**src/rtl/nrzi_unstuff.sv**
```systemverilog
module nrzi_unstuff #(
  parameter int ONES_MAX = 6,
  parameter int PRE_BITS = 16,
  parameter logic [PRE_BITS-1:0] PRE_CODE = 16'h013C
) (
  input  logic       clk,
  input  logic       rst_n,
  input  logic       sym_vld,
  input  logic [1:0] sym,
  output logic       sop,
  output logic       dat_vld,
  output logic       dat_bit,
  output logic       stuff,
  output logic       zero,
  output logic       stuff_err,
  output logic       eop,
  output logic       eop_err,
  output logic       pre
);
  localparam int OW = $clog2(ONES_MAX + 1);
  localparam int CW = $clog2(PRE_BITS + 1);
  localparam logic [1:0] SYM_SE0 = 2'b00;
  localparam logic [1:0] SYM_J   = 2'b01;
  localparam logic [1:0] SYM_K   = 2'b10;
  localparam logic [1:0] SYM_SE1 = 2'b11;

  typedef enum logic [1:0] {S_IDLE, S_DATA, S_EOP} st_t;

  st_t st, st_n;
  logic [1:0] prv, prv_n;
  logic [OW-1:0] ones, ones_n;
  logic [CW-1:0] cnt, cnt_n;
  logic [PRE_BITS-1:0] shr, shr_n;

  wire same = (sym == prv);

  always_comb begin
    st_n = st; prv_n = prv; ones_n = ones; cnt_n = cnt; shr_n = shr;
    sop = 1'b0; dat_vld = 1'b0; dat_bit = 1'b0; stuff = 1'b0; zero = 1'b0;
    stuff_err = 1'b0; eop = 1'b0; eop_err = 1'b0; pre = 1'b0;
    if (sym_vld) begin
      case (st)
        S_IDLE: begin
          prv_n = sym;
          if (prv == SYM_J && sym == SYM_K) begin
            sop = 1'b1; dat_vld = 1'b1; zero = 1'b1;
            st_n = S_DATA; ones_n = '0; cnt_n = CW'(1); shr_n = '0;
          end
        end
        S_DATA: begin
          if (sym == SYM_SE0) begin
            st_n = S_EOP;
          end else begin
            prv_n = sym;
            if (ones == OW'(ONES_MAX)) begin
              if (same) begin
                stuff_err = 1'b1; st_n = S_IDLE; prv_n = SYM_SE1;
              end else begin
                stuff = 1'b1; zero = 1'b1; ones_n = '0;
              end
            end else begin
              dat_vld = 1'b1; dat_bit = same; zero = !same;
              ones_n = same ? ones + OW'(1) : '0;
              if (cnt < CW'(PRE_BITS)) begin
                shr_n = {shr[PRE_BITS-2:0], same};
                cnt_n = cnt + CW'(1);
                if (cnt == CW'(PRE_BITS - 1) && shr_n == PRE_CODE) begin
                  pre = 1'b1; st_n = S_IDLE; prv_n = SYM_J;
                end
              end
            end
          end
        end
        S_EOP: begin
          if (sym == SYM_J) begin
            eop = 1'b1; st_n = S_IDLE; prv_n = SYM_J;
          end else if (sym != SYM_SE0) begin
            eop_err = 1'b1; st_n = S_IDLE; prv_n = SYM_SE1;
          end
        end
        default: st_n = S_IDLE;
      endcase
    end
  end

  always_ff @(posedge clk or negedge rst_n) begin
    if (!rst_n) begin
      st <= S_IDLE; prv <= SYM_SE1; ones <= '0; cnt <= '0; shr <= '0;
    end else begin
      st <= st_n; prv <= prv_n; ones <= ones_n; cnt <= cnt_n; shr <= shr_n;
    end
  end

  logic [OW-1:0] chk_ones;
  always_ff @(posedge clk or negedge rst_n) begin
    if (!rst_n) chk_ones <= '0;
    else if (sop || stuff) chk_ones <= '0;
    else if (dat_vld) chk_ones <= !dat_bit ? '0 :
                                 (chk_ones == OW'(ONES_MAX)) ? chk_ones : chk_ones + OW'(1);
  end

  assert_stuff_after_six_R3: assert property (@(posedge clk) disable iff (!rst_n)
    stuff |-> chk_ones == OW'(ONES_MAX));
  assert_no_seventh_one_R4: assert property (@(posedge clk) disable iff (!rst_n)
    (dat_vld && !sop) |-> chk_ones < OW'(ONES_MAX));
  assert_err_rearm_R6: assert property (@(posedge clk) disable iff (!rst_n)
    (stuff_err || eop_err) |=> !sop);
  assert_zero_flag_R8: assert property (@(posedge clk) disable iff (!rst_n)
    ((dat_vld && !dat_bit) || stuff) |-> zero);
  assert_one_event_R10: assert property (@(posedge clk) disable iff (!rst_n)
    $onehot0({sop, stuff, stuff_err, eop, eop_err, pre}));
endmodule

```
**config.mk**
```make
export PLATFORM = sky130hd
export DESIGN_NAME = nrzi_unstuff
export DESIGN_NICKNAME = d
export VERILOG_FILES = /design/src/rtl/nrzi_unstuff.sv
export SDC_FILE = /design/constraint.sdc
export NUM_CORES = 1
export LEC_CHECK = 0
export ABC_CLOCK_PERIOD_IN_PS = 2100
export CAP_MARGIN = 15
export CORE_MARGIN = 2
export CORE_UTILIZATION = 35
export DETAILED_ROUTE_END_ITERATION = 16
export HOLD_SLACK_MARGIN = 0.15
export PLACE_DENSITY = 0.62
export SLEW_MARGIN = 20
export SYNTH_ARGS = -nofsm -noshare
export SYNTH_HDL_FRONTEND = slang
export SYNTH_SLANG_ARGS = --single-unit
```
**constraint.sdc**
```tcl
create_clock -name clk -period 2.1 [get_ports clk]
set_input_delay 0.315 -clock clk [delete_from_list [all_inputs] [get_ports clk]]
set_output_delay 0.315 -clock clk [all_outputs]
set_load 0.02 [all_outputs]
```
Word-level counts from Yosys, hierarchy flattened:

Index checks and enable logic that the tools add are counted.

* add/sub/neg operators: 2
* $lt $le $gt $ge: 1
* equal/unequal tests: 18
* mux-type cells: 71
* reduce and logical (&&, ||, !) cells: 12

Operators by type and width (number)
* 15-bit 2-to-1 mux: 4
* 1-bit 2-to-1 mux: 36
* 2-bit 2-to-1 mux: 15
* 15-bit one-hot mux with 2 select lines: 1
* 5-bit 2-to-1 mux: 4
* 16-bit by 9-bit == test with 1-bit output, second input constant: 1
* 3-bit 2-to-1 mux: 5
* 4-bit != test, second input constant: 3
* 2-bit one-hot mux with 3 select lines: 2
* 6-bit AND reduction: 2
* 5-bit one-hot mux with 2 select lines: 1
* 2-bit != test, second input constant: 4
* 2-bit by 1-bit == test with 1-bit output, second input constant: 3
* 3-bit != test, second input constant: 2
* 3-bit one-hot mux with 2 select lines: 1
* 5-bit by 1-bit adder with 5-bit output, second input constant: 1
* 5-bit by 4-bit == test with 1-bit output, second input constant: 1
* 5-bit < comparator, second input constant: 1
* 5-bit AND reduction: 1
* 2-bit == test, second input constant: 2
* 2-bit logical NOT: 2
* 1-bit one-hot mux with 2 select lines: 2
* 4-bit AND reduction: 1
* 2-bit nonzero test: 2
* 6 further kinds: 7

* bits in registers: 27
* input bits: 5
* output and inout port bits: 9

Depth between registers and ports, before layout:

Gate-level depths: netlist of run 1.

* depth in word-level cells: 9
* gate-level depth with buffers: 9
* gate-level depth less buffers: 7

Worst setup path after synthesis of run 1:

Ideal clock, no wire load.

* kind: register to register
* start point: register cnt[0]
* end point: register st[0]
* arrival time: 1.717 ns
* required time: 1.975 ns
* setup slack: 0.258 ns
* cell stages (with the launch flop): 8
* cell sequence: dfrtp_1 ha_1 and3_1 ha_1 nor3b_1 nand4_1 a31oi_1 mux2_2

* cells in the longest elaborated chain, start to end: 4
* elaborated cells between the ends (all ways): 6

Ends and longest elaborated chain
* from (decl): RTL line 32 `logic [CW-1:0] cnt, cnt_n;`
* from (signal assigned): RTL line 90 `st <= st_n; prv <= prv_n; ones <= ones_n; cnt <= cnt_n; shr <= shr_n;`
* branches (longest 3 deep; another with 5-bit < comparator)
* 6-bit AND reduction (no line) (*)
* to (signal assigned): RTL line 90
* to (decl): RTL line 29 `st_t st, st_n;`

Every way passes the cells marked *.
A chain may end at the register's enable or synchronous reset.

Final worst setup path of run 1:

* start point: register cnt[1]
* end point: output pre

* cells in the longest elaborated chain, start to end: 8
* elaborated cells between the ends (all ways): 9

Ends and longest elaborated chain
* branches (longest 3 deep; another with 5-bit < comparator)
* 1-bit 2-to-1 mux (*): RTL line 64 `if (cnt < CW'(PRE_BITS)) begin`
* 1-bit 2-to-1 mux (*): RTL line 55 `if (ones == OW'(ONES_MAX)) begin`
* 1-bit 2-to-1 mux (*): RTL line 51 `if (sym == SYM_SE0) begin`
* 1-bit 2-to-1 mux (*): RTL line 42 `case (st)`
* 1-bit 2-to-1 mux (*): RTL line 41 `if (sym_vld) begin`
* to (decl): RTL line 18 `output logic pre`

Marked as above.

==> results of run 1 <==
## final cells by class
class	count	area, um^2
Fill cell	446	2320
Clock buffer	3	41.3
Sequential cell	27	678
Multi-Input combinational cell	142	880
Clock inverter	1	7.51
Inverter	7	26.3
Tap cell	52	65.1
Timing Repair Buffer	42	339
## metal layers
layer  vias up  wire length (um)
li1        717                 -
met1       657              1720
met2        17              1650
met3         2                76
met4         0                29
met5         -                 0
## path summary, 6_finish.rpt
kind                       cells past startpoint       to    from
max reg2reg                                    8    st[0]  cnt[1]
max in group asynchronous                      2   prv[0]   rst_n
max                                            7      pre  cnt[1]
min reg2reg                                    2   shr[5]  shr[5]
min                                            2  shr[12]   rst_n
min in group clk                               2   shr[5]  shr[5]
## timing repair
| action | in CTS | in global routing |
|---|---|---|
| endpoints found under the setup margin | 9 | 8 |
| resized for setup | 24 | 16 |
| hold buffers | 0 | 0 |
| pin swaps | 0 | 4 |
| buffers inserted | 0 | 0 |
## cells in the final DEF, fill, tap and decap left out, types with 3 or more instances in the layout
master / Yosys / final
a21oi_1: 4 / 4
buf_4: 1 / 29
clkbuf_2: 0 / 3
clkbuf_8: 0 / 3
dfrtp_1: 25 / 25
dlygate4sd2_1: 0 / 3
ha_1: 8 / 4
ha_2: 0 / 3
inv_1: 7 / 7
nand2_1: 49 / 49
nand2b_1: 3 / 3
nand3_1: 7 / 6
nand3b_1: 3 / 3
nand4_1: 5 / 5
nor2_1: 7 / 7
o21ai_0: 22 / 22
## sequential cells by signal, indices dropped and copies added, names as in the netlist
name and cells:
prv 2, st 2, shr 15, ones 3, cnt 5
## per-stage QoR
step	power (mW)	instance area, um^2	setup slack [ns]
floorplan	1.70	1570	0.258
global placement	2.19	1960	-0.343
detailed placement	2.21	1960	-0.357
CTS	2.54	2010	0.00616
global route	2.79	2040	-0.0167
finish	2.55	2040	0.0979
## cells by family after synthesis
kind of cell | count (synthesis) | synth area share
adders and majority gates | 8 | 0.0636
and+or+nand+nor | 89 | 0.278
muxes | 4 | 0.0270
DFF | 27 | 0.431
xor gates and xnor gates | 2 | 0.0111
AOI/OAI and AO/OA | 39 | 0.148
buffers and inverters | 15 | 0.0406
## report_power, final
| group | switching (mW) | internal [mW] | total [mW] |
|---|---|---|---|
| clock network | 0.173 | 0.135 | 0.307 |
| registers | 0.184 | 0.762 | 0.946 |
| logic | 0.679 | 0.615 | 1.29 |
| total | 1.04 | 1.51 | 2.55 |
==> out/metrics.yaml, run 1 <==
area_growth_pct: 29.5
report.final.hold_viol_count: 0
use_met1: 0.210
finalSetupTns_ns: 0
fin_util: 0.468
synth_fp_nets: 197
synth_edf_count: 0
die_h_um: 71.0
synth_cell_types: 38
hpwl_um: 2510
cts_max_level: 1
grt_start_max_net_pins: 28
cts_buffers: 3
antenna_found_initial: 0
synth_seq_cells: 27
status: "completed"
hp-class: "input pin to async pin"
cts_tree: "yes"
setup_viol: 0
cts_sinks: 27
yosysSeqAreaShare: 0.431
wirelength_um: 3470
end_kind: "primary output"
ant_nets: 0
power_density_nw_per_um2: 1250
final_cells: 274
relSlewSlack: 0.766
synth_top_cell_by_area: "dfrtp_1"
via_per_inst: 5.08
grt_use_total: 0.146
rsz0062_at_grt: "yes"
busiest_layer: "met2"
fin_crit_ns: 2.00
dp_cells: 270
clk_path_buf_depth: 2
maxCapViolCount: 0
synthTopCellsByCount: "nand2_1, dfrtp_1, o21ai_0, ha_1"
grt_use_met3: 0.0142
synthArstFlopShare: 1.00
power.leakage_nw: 0.901
syn_area_um2: 1570
grt_pass1_vias: 1340
grt_pass1_wl_um: 6040
rows: 24
critPathMaxFanout: 3
io_pins: 14
wl_per_cell_um: 12.7
critPathTopFamily: "simple AND/OR/NAND/NOR gates"
worst_pin_slew_ns: 0.351
timing.hold.ws_ns: 0.403
max_stage_delay_ns: 0.36
drt-initial-drc-count: 99
fp.dieW_um: 71.0
io_buffers: 13
period_share: 0.953
grt-ovfl-total: 0
first_pass_iters: 4
startpoint_type: "flop"
required_ns: 1.78
cts_root_buf: "clkbuf_8"
drive_gt1_frac: 0.261
synth_area_per_cell_um2: 8.55
gp_congestion: 0.851
path_buf_inv: 1
core_area_um2: 4350
start_util: 0.361
synthCells: 184
timing.reg2reg.setup_slack_ns: 0.13
yosysTopAreaCellShare: 0.398
synthFlopType: "dfrtp_1"
dr_total_vias: 1393
ir_worst_vdd_mv: 0.402
skew_ns: 0.00445
insertion_delay_ns: 0.27
path_cells: "ha_2, and3_4, ha_4, nor3b_4, nand4_1, nor2_1, buf_4"
criticalPathCategory: "flop to primary output"
ys_warn_count: 0
arrival_ns: 1.69
ys_top_cells_by_area: "dfrtp_1, nand2_1, o21ai_0"
drcViolationCount: 0
critPathSlowestCell: "dfrtp_1"
drv_slew: 0
clock.fmax_ghz: 0.499
grtUsageMet2: 0.235
clk_pin_slew_ns: 0.10
die_area_um2: 5050
antennaDiodeCount: 0
synth.most_common_cell: "nand2_1"
fin_nets: 236
Power figures use the tool's default switching activity.
==> run 2, diff against run 1 <==
--- a/config.mk
+++ b/config.mk
@@ -7,11 +7,15 @@
 export LEC_CHECK = 0
 export ABC_CLOCK_PERIOD_IN_PS = 2100
 export CAP_MARGIN = 15
+export CELL_PAD_IN_SITES_DETAIL_PLACEMENT = 0
+export CELL_PAD_IN_SITES_GLOBAL_PLACEMENT = 2
 export CORE_MARGIN = 2
-export CORE_UTILIZATION = 35
+export CORE_UTILIZATION = 34
+export CTS_CLUSTER_DIAMETER = 30
 export DETAILED_ROUTE_END_ITERATION = 16
 export HOLD_SLACK_MARGIN = 0.15
-export PLACE_DENSITY = 0.62
+export PLACE_DENSITY = 0.86
+export RECOVER_POWER = 100
 export SLEW_MARGIN = 20
 export SYNTH_ARGS = -nofsm -noshare
 export SYNTH_HDL_FRONTEND = slang
==> out/metrics.yaml, run 2 (synthesis results as in run 1) <==
worst_pin_slew_ns: 1.46
startpoint_type: "input pin"
antenna_found_initial: 0
die_area_um2: 5190
fin_nets: 240
io_buffers: 13
area_growth_pct: 29.5
critPathMaxFanout: 9
drcViolationCount: 0
hp-class: "flop to flop"
die_h_um: 72.0
timing.reg2reg.setup_slack_ns: 0.10
cts_max_level: 1
period_share: 0.975
drive_gt1_frac: 0.243
core_area_um2: 4410
setup_viol: 0
grt_start_max_net_pins: 39
start_util: 0.356
fp.dieW_um: 72.0
fin_crit_ns: 2.05
wirelength_um: 3760
path_buf_inv: 3
final_cell_mix: "nand2_1, buf_4, dfrtp_1, o21ai_0"
required_ns: 1.78
critPathTopFamily: "buffers and inverters"
relSlewSlack: 0.0294
gp_congestion: 0.815
cp_num_cells: 7
largest_reg_flops: 15
cts_hold_buffers: 0
path_cells: "clkdlybuf4s50_1, buf_4, nor2_1, nor2b_2, nand3_1, nor2_1, clkdlybuf4s15_2"
grt_pass1_wl_um: 6240
drt-initial-drc-count: 81
antennaDiodeCount: 0
ir_worst_vdd_mv: 0.472
final_common_cell: "nand2_1"
cts_sinks: 27
ant_nets: 0
power.leakage_nw: 0.906
cts_tree: "yes"
clock.fmax_ghz: 0.488
timing.hold.ws_ns: 0.515
rr_startpoint: "cnt[1]"
end_kind: "primary output"
insertion_delay_ns: 0.27
max_stage_delay_ns: 0.45
cts_root_buf: "clkbuf_8"
critPathSlowestCell: "clkdlybuf4s50_1"
startpoint: "sym[1]"
skew_ns: 0.00380
power_density_nw_per_um2: 1270
clk_path_buf_depth: 2
clk_pin_slew_ns: 0.08
power.total_mw: 2.58
crit_top_cell: "nor2_1"
rows: 24
arrival_ns: 1.73
maxCapViolCount: 0
wl_per_cell_um: 13.5
final_cells: 278
r2r-end: "st[0]"
via_per_inst: 5.12
hpwl_um: 2790
fin_util: 0.461
grt-ovfl-total: 0
cts_buffers: 3
report.final.hold_viol_count: 0
drv_slew: 0
top_regs: "shr x15, cnt x5, ones x3"
r2r_cells: 8
first_pass_iters: 4
dp_cells: 273
largest_register: "shr"
status: "completed"
dr_total_vias: 1423
io_pins: 14
rsz0062_at_grt: "yes"
grt_pass1_vias: 1377
crit_end: "dat_bit"
criticalPathCategory: "input pin to primary output"
grt_use_total: 0.154
hold_start: "shr[6]"
-- run 2: how the worst min path moves through the flow --
stage                         end  depth (start not counted)
final                      shr[6]                          2
after global routing      ones[0]                          1
after floorplan            cnt[0]                          0
after global placement    shr[14]                          2
after CTS                  shr[7]                          2
after detailed placement  shr[14]                          2
-- run 2: what timing repair did --
item / in CTS / in global routing
gates cloned: 0 / 0
endpoints found under the setup margin: 8 / 12
endpoints found under the hold margin: 0 / 0
pin swaps: 0 / 5
gates resized for setup: 21 / 18
buffers inserted: 0 / 1
-- run 2: stage by stage --
step / TNS [ns] / setup slack (ns) / cell area [um^2]
6_report: 0 / 0.0523 / 2040
5_1_grt: -0.223 / -0.0489 / 2040
4_1_cts: 0 / 0.000585 / 2020
3_5_place_dp: -2.53 / -0.352 / 1970
3_3_place_gp: -2.11 / -0.296 / 1970
2_1_floorplan: 0 / 0.258 / 1570
-- run 2: report_power, final --
| group | internal, mW | switching, mW | total (mW) |
|---|---|---|---|
| Combinational | 0.629 | 0.714 | 1.34 |
| Sequential | 0.763 | 0.189 | 0.953 |
| Clock | 0.136 | 0.148 | 0.284 |
-- run 2: metal layers --
metal / vias up / global-route usage / wire length [um]
met5: - / 0 / 0
met4: 0 / 0.0650 / 68
met3: 7 / 0.0264 / 137
met2: 33 / 0.271 / 1810
met1: 665 / 0.185 / 1740
li1: 718 / - / -
-- run 2: tightest hold or removal path, stage by stage (launching register included) --
cell and delay, ns:
dfrtp_1 0.37, nand2_1 0.05, o21ai_0 0.06
-- run 2: layout make-up --
class,count,area [um^2]
fillers,432,2380
multi-input cells,142,882
flip-flops and latches,27,678
repair buffers,46,340
well taps,52,65.1
clock buffers,4,45.0
inverters,7,26.3
==> run 3, diff against run 2 <==
--- a/config.mk
+++ b/config.mk
@@ -13,7 +13,7 @@
 export CORE_UTILIZATION = 34
 export CTS_CLUSTER_DIAMETER = 30
 export DETAILED_ROUTE_END_ITERATION = 16
-export HOLD_SLACK_MARGIN = 0.15
+export HOLD_SLACK_MARGIN = 0.02
 export PLACE_DENSITY = 0.86
 export RECOVER_POWER = 100
 export SLEW_MARGIN = 20
==> results of run 3 <==
Same layout as run 2: the final DEF is identical, and so are final timing and power.
